File: config.mk
export PLATFORM = sky130hd
export DESIGN_NAME = rot_prio_resolver
export DESIGN_NICKNAME = d
export VERILOG_FILES = /design/src/rtl/rpr_pkg.sv /design/src/rtl/rpr_rank_find.sv /design/src/rtl/rpr_isr_ctrl.sv /design/src/rtl/rot_prio_resolver.sv
export SDC_FILE = /design/constraint.sdc
export NUM_CORES = 1
export LEC_CHECK = 0
export BUFFER_PORTS_ARGS = -buffer_cell sky130_fd_sc_hd__buf_2
export CELL_PAD_IN_SITES_DETAIL_PLACEMENT = 2
export CELL_PAD_IN_SITES_GLOBAL_PLACEMENT = 2
export CORE_UTILIZATION = 39
export DETAILED_ROUTE_END_ITERATION = 10
export PLACE_DENSITY_LB_ADDON = 0.1
export REMOVE_ABC_BUFFERS = 1
export SLEW_MARGIN = 0
export SYNTH_ARGS = -nofsm -noshare
export SYNTH_HDL_FRONTEND = slang
export SYNTH_SLANG_ARGS = --single-unit
File: constraint.sdc
create_clock -name clk -period 19.85 [get_ports clk]
set_input_delay 1.985 -clock clk [delete_from_list [all_inputs] [get_ports clk]]
set_output_delay 1.985 -clock clk [all_outputs]
set_load 0.02 [all_outputs]
File: src/rtl/rpr_pkg.sv
package rpr_pkg;
  localparam int RPR_OPW = 3;

  typedef enum logic [RPR_OPW-1:0] {
    OP_NOP      = 3'd0,
    OP_EOI      = 3'd1,
    OP_EOI_ROT  = 3'd2,
    OP_SPEC     = 3'd3,
    OP_SPEC_ROT = 3'd4,
    OP_SETPRI   = 3'd5
  } rpr_op_e;
endpackage

File: src/rtl/rpr_rank_find.sv
// Finds the lowest-ranked set bit of vec with ranks measured from base.
// rank == N when vec is empty.
module rpr_rank_find #(
  parameter int N = 8,
  localparam int LW = $clog2(N)
) (
  input  logic [N-1:0]  vec,
  input  logic [LW-1:0] base,
  output logic [LW:0]   rank,
  output logic [LW-1:0] line
);
  logic [N-1:0] rot;

  for (genvar k = 0; k < N; k++) begin : g_rot
    logic [LW-1:0] idx;
    assign idx    = LW'(k) + base;
    assign rot[k] = vec[idx];
  end

  always_comb begin
    rank = (LW+1)'(N);
    for (int k = N - 1; k >= 0; k--) begin
      if (rot[k]) rank = (LW+1)'(k);
    end
  end

  assign line = rank[LW-1:0] + base;
endmodule

File: src/rtl/rpr_isr_ctrl.sv
// In-service set and priority base. The grant is applied first and the command after it.
module rpr_isr_ctrl
  import rpr_pkg::*;
#(
  parameter int N = 8,
  localparam int LW = $clog2(N)
) (
  input  logic               clk,
  input  logic               rst_n,
  input  logic               ack_fire,
  input  logic [LW-1:0]      ack_line,
  input  logic               aeoi_en,
  input  logic               aeoi_rot_en,
  input  logic               cmd_valid,
  input  logic [RPR_OPW-1:0] cmd_op,
  input  logic [LW-1:0]      cmd_line,
  output logic [N-1:0]       isr_q,
  output logic [LW-1:0]      base_q,
  output logic [N-1:0]       isr_nxt,
  output logic [LW-1:0]      base_nxt
);
  logic [N-1:0]  isr_a;
  logic [LW-1:0] base_a;
  logic [LW:0]   top_rank;
  logic [LW-1:0] top_line;
  logic          top_empty;
  rpr_op_e       op;

  // State after the grant stage.
  always_comb begin
    isr_a  = isr_q;
    base_a = base_q;
    if (ack_fire) begin
      if (!aeoi_en) begin
        isr_a[ack_line] = 1'b1;
      end else if (aeoi_rot_en) begin
        base_a = ack_line + LW'(1);
      end
    end
  end

  rpr_rank_find #(.N(N)) u_top (
    .vec  (isr_a),
    .base (base_a),
    .rank (top_rank),
    .line (top_line)
  );

  assign top_empty = top_rank[LW];
  assign op        = rpr_op_e'(cmd_op);

  always_comb begin
    isr_nxt  = isr_a;
    base_nxt = base_a;
    if (cmd_valid) begin
      case (op)
        OP_EOI: begin
          if (!top_empty) isr_nxt[top_line] = 1'b0;
        end
        OP_EOI_ROT: begin
          if (!top_empty) begin
            isr_nxt[top_line] = 1'b0;
            base_nxt          = top_line + LW'(1);
          end
        end
        OP_SPEC: begin
          isr_nxt[cmd_line] = 1'b0;
        end
        OP_SPEC_ROT: begin
          isr_nxt[cmd_line] = 1'b0;
          base_nxt          = cmd_line + LW'(1);
        end
        OP_SETPRI: begin
          base_nxt = cmd_line + LW'(1);
        end
        default: ;
      endcase
    end
  end

  always_ff @(posedge clk or negedge rst_n) begin
    if (!rst_n) begin
      isr_q  <= '0;
      base_q <= '0;
    end else begin
      isr_q  <= isr_nxt;
      base_q <= base_nxt;
    end
  end
endmodule

File: src/rtl/rot_prio_resolver.sv
module rot_prio_resolver
  import rpr_pkg::*;
#(
  parameter int NLINES       = 8,
  parameter int CASCADE_LINE = 2,
  localparam int LW = $clog2(NLINES)
) (
  input  logic               clk,
  input  logic               rst_n,
  input  logic [NLINES-1:0]  pend_i,
  input  logic               sfnm_en,
  input  logic               aeoi_en,
  input  logic               aeoi_rot_en,
  input  logic               cmd_valid,
  input  logic [RPR_OPW-1:0] cmd_op,
  input  logic [LW-1:0]      cmd_line,
  input  logic               irq_ack,
  output logic               irq_out,
  output logic [LW-1:0]      irq_line,
  output logic [NLINES-1:0]  isr_out,
  output logic [LW-1:0]      base_out
);
  localparam logic [NLINES-1:0] CASC_BIT = NLINES'(1) << CASCADE_LINE;

  logic              irq_q;
  logic [LW-1:0]     line_q;
  logic              ack_fire;
  logic [NLINES-1:0] isr_q, isr_nxt, isr_cmp;
  logic [LW-1:0]     base_q, base_nxt;
  logic [LW:0]       pend_rank, cur_rank;
  logic [LW-1:0]     pend_line, cur_line;

  assign ack_fire = irq_ack & irq_q;

  rpr_isr_ctrl #(.N(NLINES)) u_isr (
    .clk         (clk),
    .rst_n       (rst_n),
    .ack_fire    (ack_fire),
    .ack_line    (line_q),
    .aeoi_en     (aeoi_en),
    .aeoi_rot_en (aeoi_rot_en),
    .cmd_valid   (cmd_valid),
    .cmd_op      (cmd_op),
    .cmd_line    (cmd_line),
    .isr_q       (isr_q),
    .base_q      (base_q),
    .isr_nxt     (isr_nxt),
    .base_nxt    (base_nxt)
  );

  // Ranks are taken from the state as it will be after this edge.
  assign isr_cmp = sfnm_en ? (isr_nxt & ~CASC_BIT) : isr_nxt;

  rpr_rank_find #(.N(NLINES)) u_pend (
    .vec  (pend_i),
    .base (base_nxt),
    .rank (pend_rank),
    .line (pend_line)
  );

  rpr_rank_find #(.N(NLINES)) u_cur (
    .vec  (isr_cmp),
    .base (base_nxt),
    .rank (cur_rank),
    .line (cur_line)
  );

  always_ff @(posedge clk or negedge rst_n) begin
    if (!rst_n) begin
      irq_q  <= 1'b0;
      line_q <= '0;
    end else begin
      irq_q  <= (pend_rank < cur_rank);
      line_q <= pend_line;
    end
  end

  assign irq_out  = irq_q;
  assign irq_line = line_q;
  assign isr_out  = isr_q;
  assign base_out = base_q;

  logic unused_cur;
  assign unused_cur = ^cur_line;
endmodule

# After elaboration in Yosys (flattened, before gate mapping)
# Cells that the tools add are included.
[totals] out_inout_bits=15 ff_bits=15 elab_cells=153
[op_classes] reduce_logical=6 n_mux=90 addsub=19 n_lt_le_gt_ge=23 eq_ne=5 n_bitwise=6
[op_table] operator="two-way mux 4 bit" count=24
[op_table] operator="< comparator 3 x 4 -> 1 bit, second input constant" count=19
[op_table] operator="binary-select mux 1 bit (select 3 bit)" count=24
[op_table] operator="two-way mux 8 bit" count=4
[op_table] operator="two-way mux 1 bit" count=27
[op_table] operator="adder 3 bit, first input constant" count=8
[op_table] operator="two-way mux 3 bit" count=6
[op_table] operator="bitwise AND 8 bit" count=2
[op_table] operator="inverter 8 bit" count=2
[op_table] operator="case mux 8 bit (2 select lines)" count=1
[op_table] operator="adder 2 x 3 -> 3 bit, first input constant" count=4
[op_table] operator="adder 3 x 1 -> 3 bit, second input constant" count=3
[op_table] operator="demux 1 bit (select 3 bit)" count=3
[op_table] operator=">= comparator 3 x 1 -> 1 bit, second input constant" count=3
[op_table] operator="OR 8 bit" count=1
[op_table] operator="adder 1 x 3 -> 3 bit, first input constant" count=2
[op_table] operator="adder 3 bit" count=2
[op_table] operator="== test 3 x 2 -> 1 bit, second input constant" count=2
[op_table] operator="== test 3 bit, second input constant" count=2
[op_table] operator="case mux 3 bit (2 select lines)" count=1
[op_table] operator="OR reduction 2 bit" count=3
[op_table] operator="< comparator 4 bit" count=1
[op_table] operator="== test 3 x 1 -> 1 bit, second input constant" count=1
[op_table] operator="logical AND 1 bit" count=3
[op_table] operator="bitwise AND 1 bit" count=1

# Longest topological paths before layout
[logic_depth] ltp_word=39 mapped_depth=37 mapped_depth_nobuf=34

# Modules after synthesis
# From an unflattened synthesis, not the netlist that was laid out.
[hier_totals] cells_unflattened=333 area_unflattened_um2=3169.3
[modules_own_cells] mod="rpr_rank_find" cells_per_inst=72 area_per_inst_um2=694.4 n_inst=3
[modules_own_cells] mod="rpr_isr_ctrl" cells_per_inst=100 area_per_inst_um2=888.4 n_inst=1
[modules_own_cells] mod="rot_prio_resolver" cells_per_inst=17 area_per_inst_um2=197.7 n_inst=1

# Worst setup path before layout
# No wires, ideal clock.
[synth_timing] path_kind="input to register" from="input port irq_ack" to="register irq_q (netlist: irq_out)" required_time_ps=19785 slack_ps=11233 stages=32 arrival_time_ps=8551 n_path_buf=2 path_cell_list="and4_1 > buf_6 > nand2_1 > nand2_1 > clkinv_1 > ha_1 > xnor2_4 > mux2i_1 > a221oi_2 > o21ai_0 > a21oi_1 > nand2_1 > a21oi_1 > o22ai_1 > ha_1 > inv_1 > fa_1 > inv_1 > ha_1 > a41oi_1 > buf_2 > ha_1 > xor2_1 > mux4_2 > a211oi_2 > or3b_1 > or2_1 > ha_1 > nor3_1 > o21ai_0 > nor2_1 > a31o_1"
[synth_between] elab_chain_len=35
[synth_lines] item="from (decl)" line_no="rot_prio_resolver.sv:17" source="input logic irq_ack,"
[synth_lines] item="bitwise AND 1 bit (*)" line_no="rot_prio_resolver.sv:33" source="assign ack_fire = irq_ack & irq_q;"
[synth_lines] item="two-way mux 3 bit" line_no="rpr_isr_ctrl.sv:33" source="if (ack_fire) begin"
[synth_lines] item="adder 3 bit" line_no="rpr_rank_find.sv:16" source="assign idx = LW'(k) + base;"
[synth_lines] item="binary-select mux 1 bit (select 3 bit)" line_no="rpr_rank_find.sv:17" source="assign rot[k] = vec[idx];"
[synth_lines] item="two-way mux 1 bit (implied by the code)" line_no="rpr_rank_find.sv:17"
[synth_lines] item="two-way mux 4 bit (8 in a row)" line_no="rpr_rank_find.sv:23" source="if (rot[k]) rank = (LW+1)'(k);"
[synth_lines] item="adder 3 bit" line_no="rpr_rank_find.sv:27" source="assign line = rank[LW-1:0] + base;"
[synth_lines] item="< comparator 3 x 4 -> 1 bit (implied by the code) or >= comparator 3 x 1 -> 1 bit (tied branches)" line_no="rpr_isr_ctrl.sv:58, rpr_isr_ctrl.sv:62"
[synth_lines] item="(+5 left out)"
[synth_lines] item="two-way mux 8 bit" line_no="rpr_isr_ctrl.sv:58, rpr_isr_ctrl.sv:61"
[synth_lines] item="case mux 8 bit (2 select lines)" line_no="rpr_isr_ctrl.sv:56" source="case (op)"
[synth_lines] item="two-way mux 8 bit" line_no="rpr_isr_ctrl.sv:55" source="if (cmd_valid) begin"
[synth_lines] item="two-way mux 3 bit" line_no="rot_prio_resolver.sv:52" source="assign isr_cmp = sfnm_en ? (isr_nxt & ~CASC_BIT) : isr_nxt;"
[synth_lines] item="binary-select mux 1 bit (select 3 bit)" line_no="rpr_rank_find.sv:17"
[synth_lines] item="two-way mux 1 bit (implied by the code)" line_no="rpr_rank_find.sv:17"
[synth_lines] item="two-way mux 4 bit (8 in a row)" line_no="rpr_rank_find.sv:23"
[synth_lines] item="< comparator 4 bit (*)" line_no="rot_prio_resolver.sv:73" source="irq_q <= (pend_rank < cur_rank);"
[synth_lines] item="to (signal assigned)" line_no="rot_prio_resolver.sv:73"
[synth_lines] item="to (decl)" line_no="rot_prio_resolver.sv:25" source="logic irq_q;"
# Every way passes the cells marked *; elsewhere a longest branch is shown, timed or not. The select of a mux whose other input is x is not followed.

# Worst setup path in the final report
[layout_timing] from="input port aeoi_en" to="register irq_q (netlist: irq_out)"
[layout_between] elab_chain_len=35
[layout_lines] item="from (decl)" line_no="rot_prio_resolver.sv:12" source="input logic aeoi_en,"
[layout_lines] item="two-way mux 3 bit" line_no="rpr_isr_ctrl.sv:34" source="if (!aeoi_en) begin"
[layout_lines] item="two-way mux 3 bit" line_no="rpr_isr_ctrl.sv:33"
[layout_lines] item="adder 3 bit" line_no="rpr_rank_find.sv:16"
[layout_lines] item="binary-select mux 1 bit (select 3 bit)" line_no="rpr_rank_find.sv:17"
[layout_lines] item="two-way mux 1 bit (implied by the code)" line_no="rpr_rank_find.sv:17"
[layout_lines] item="two-way mux 4 bit (8 in a row)" line_no="rpr_rank_find.sv:23"
[layout_lines] item="adder 3 bit" line_no="rpr_rank_find.sv:27"
[layout_lines] item="< comparator 3 x 4 -> 1 bit (implied by the code) or >= comparator 3 x 1 -> 1 bit (tied branches)" line_no="rpr_isr_ctrl.sv:58, rpr_isr_ctrl.sv:62"
[layout_lines] item="(+5 left out)"
[layout_lines] item="two-way mux 8 bit" line_no="rpr_isr_ctrl.sv:58, rpr_isr_ctrl.sv:61"
[layout_lines] item="case mux 8 bit (2 select lines)" line_no="rpr_isr_ctrl.sv:56"
[layout_lines] item="two-way mux 8 bit" line_no="rpr_isr_ctrl.sv:55"
[layout_lines] item="two-way mux 3 bit" line_no="rot_prio_resolver.sv:52"
[layout_lines] item="binary-select mux 1 bit (select 3 bit)" line_no="rpr_rank_find.sv:17"
[layout_lines] item="two-way mux 1 bit (implied by the code)" line_no="rpr_rank_find.sv:17"
[layout_lines] item="two-way mux 4 bit (8 in a row)" line_no="rpr_rank_find.sv:23"
[layout_lines] item="< comparator 4 bit (*)" line_no="rot_prio_resolver.sv:73"
# Marks and branches as above.

==> impl_results.md <==
* Share of cells above drive strength 1 at 18.2%
* # fillers at 915
* Clock-pin slew on the worst setup and hold paths at 0.07 ns
* Fin area at 3400 sq um
* Final Cycle Share at 50.5%
* Avg Synthesized Cell Area at 8.24 sq um
* Starting Density at 40.3%
* Max stage delay on crit path at 0.87 ns
* Hold_sp: u_isr.isr_q[7]
* Post-synthesis cell count at 376
* Reg2Reg Depth at 31
* H-Tree Depth at 1
* Status: finished, final reports clean
* Die area at 8300 sq um
* Clk root buf: clkbuf_8
* Largest net degree at the start of global routing at 20
* Nets@finish at 439
* Final min period at 10.03 ns
* Yosys cell types at 76
* Antenna Cells at 0
* FF-to-FF Start: irq_out
* Max_cap viols at 0
* FF+latch count, synth at 15
* PortBufs at 35
* Post-Syn Area at 3100 sq um
* DR pass1 iterations at 4
* Total gr overflow at 0
* Cts repair resizes at 0
* Max clock buf depth at 2
* Commonest non-fill, non-tap cells in the layout: mux2i_1, buf_2, nor2_1
* Area after DPL at 3360 sq um
* Die height at 91.1 um
* RSZ-0062 raised after global routing: false
* Critical Path RT at 20.05 ns
* GRT Resource Usage Total at 26.6%
* Routability Congestion at 0.884
* Hold buffers post-CTS at 0
* Synth Flop Type: dfrtp_1
* Min-delay worst type: register to register
* Async set or reset register ratio after synthesis at 100%
* Startpoint class of the critical path: input pin
* TritonCTS Buffers at 3
* R2R Setup Slk at 11.24 ns
* Via count at 3073
* CP Capture Type: register
* Skew final at 0.00543 ns
* Area Growth Syn to Fin at 9.94%
* Core Util, Final at 44.3%
* Detailed Route Iter0 Violations at 82
* Synth warn at 0
* CP Class: input pin to register
* # IOs at 36
* Final Slew Violations at 0
* CP max FO at 19
* Clock Latency Late Sink at 0.26 ns
* Die Wd at 91.1 um
* Worst-margin pin slew at 0.978 ns
* Drt drc at 0
* Commonest non-fill, non-tap cell in the layout: mux2i_1
* Crit-path most repeated cell: ha_1
* Post-route setup TNS at 0 ns
* Total Routed Length at 10.7 mm
* Via density at 6.10
* Global-route wire length before repair at 17.6 mm
* R2R Path End: irq_out
* Post-DRT Antenna Nets at 0
* Worst slew margin at 34.6%
* Highest clock rate at 99.7 MHz
* WHS Path Cells at 2
* Vias in the first global route at 3365
* Hold path endpoint: u_isr.isr_q[7]
* Antenna violations before repair at 0
* CTS tree: built
* Post-DR wirelength/cell at 21.3 um
* Row count at 32
* Number of flops mapped to enable cells by yosys at 0
* Setup violators final at 0
* Crit path DAT at 10.24 ns
* Core area at 7690 sq um
* Postcts setup bufs at 0
* Sequential fraction of the synthesis area at 12.1%
* Slowest CP cell: o311ai_4
* Worst hold margin at 0.760 ns
* Hpwl dp at 8.94 mm
* Final hold viol count at 0
* CTS sink count at 15
## final cells by class
| class | count | area, sq um | area share [%] |
|---|---|---|---|
| clock inverters | 1 | 5.00 | 0.147 |
| repair buffers | 37 | 190 | 5.59 |
| multi-input cells | 321 | 2560 | 75.2 |
| well taps | 102 | 128 | 3.75 |
| inverters | 25 | 106 | 3.12 |
| flip-flops and latches | 15 | 375 | 11.0 |
| clock buffers | 3 | 41.3 | 1.21 |
## metrics by stage
step,instances,setup slack [ns]
after detailed placement,500,9.51
after floorplan,361,9.95
after global routing,504,9.13
final,504,9.82
after CTS,504,9.80
after global placement,500,10.08
## Yosys cell counts (3+ instances only)
| master | n | area, sq um |
|---|---|---|
| a211oi_1 | 4 | 30.0 |
| xor2_1 | 7 | 61.3 |
| o21a_1 | 3 | 22.5 |
| o21ai_0 | 26 | 130 |
| o211ai_1 | 8 | 60.1 |
| clkbuf_1 | 6 | 22.5 |
| nor2_1 | 27 | 101 |
| mux2_2 | 11 | 124 |
| nand4b_1 | 5 | 43.8 |
| nor2b_1 | 3 | 18.8 |
| dfrtp_1 | 15 | 375 |
| mux4_2 | 3 | 67.6 |
| o31ai_1 | 3 | 22.5 |
| or2_1 | 3 | 18.8 |
| mux2i_1 | 56 | 561 |
| nor3b_1 | 4 | 30.0 |
| o41ai_1 | 3 | 26.3 |
| a21oi_1 | 16 | 80.1 |
| a31oi_1 | 6 | 37.5 |
| nand3_1 | 9 | 45.0 |
| nor3_1 | 8 | 40.0 |
| buf_1 | 3 | 11.3 |
| xnor2_1 | 6 | 52.6 |
| nand2_1 | 23 | 86.3 |
| and3_1 | 5 | 31.3 |
| nand2b_1 | 14 | 87.6 |
| ha_1 | 13 | 163 |
| inv_1 | 22 | 82.6 |
## metal layers
layer,global-route usage (%),vias up,wire (um),share of wire [%]
li1,-,1464,-,-
met1,32.8,1526,4810,45
met2,49.5,64,5410,50
met3,1.17,19,245,2.3
met4,8.20,0,255,2.4
met5,0,-,0,0
## state kept, by name (all words and copies together), names as in the netlist
name          cells
u_isr.isr_q       8
irq_line          3
u_isr.base_q      3
irq_out           1
## cells by family after synthesis
| family | Yosys count | synth area share (%) |
|---|---|---|
| simple gates | 119 | 20.8 |
| compound gates | 100 | 23.6 |
| mux | 72 | 25.4 |
| buf+inv | 40 | 6.06 |
| xor+xnor | 15 | 5.45 |
| fa+ha+maj | 15 | 6.55 |
| flops | 15 | 12.1 |
## worst max-delay path, delay by kind of cell
kind            cells  cell delay, ns
mux                 2            0.74
buf+inv             4            0.76
fa+ha+maj           5            1.45
compound gates     10            2.52
simple gates        8            1.72
xor+xnor            3            1.03
## worst max path at each step
stage	endpoint	slack (ns)	start	cells after the start
after floorplan	irq_out	9.95	irq_ack	31
after global placement	irq_out	10.08	aeoi_en	32
after detailed placement	irq_out	9.51	aeoi_en	32
after CTS	irq_out	9.80	aeoi_en	32
after global routing	irq_line[2]	9.13	aeoi_en	32
final	irq_out	9.82	aeoi_en	32
Power is not shown: default switching activity piles up to over one toggle a cycle in this logic, so the estimate is an artifact.
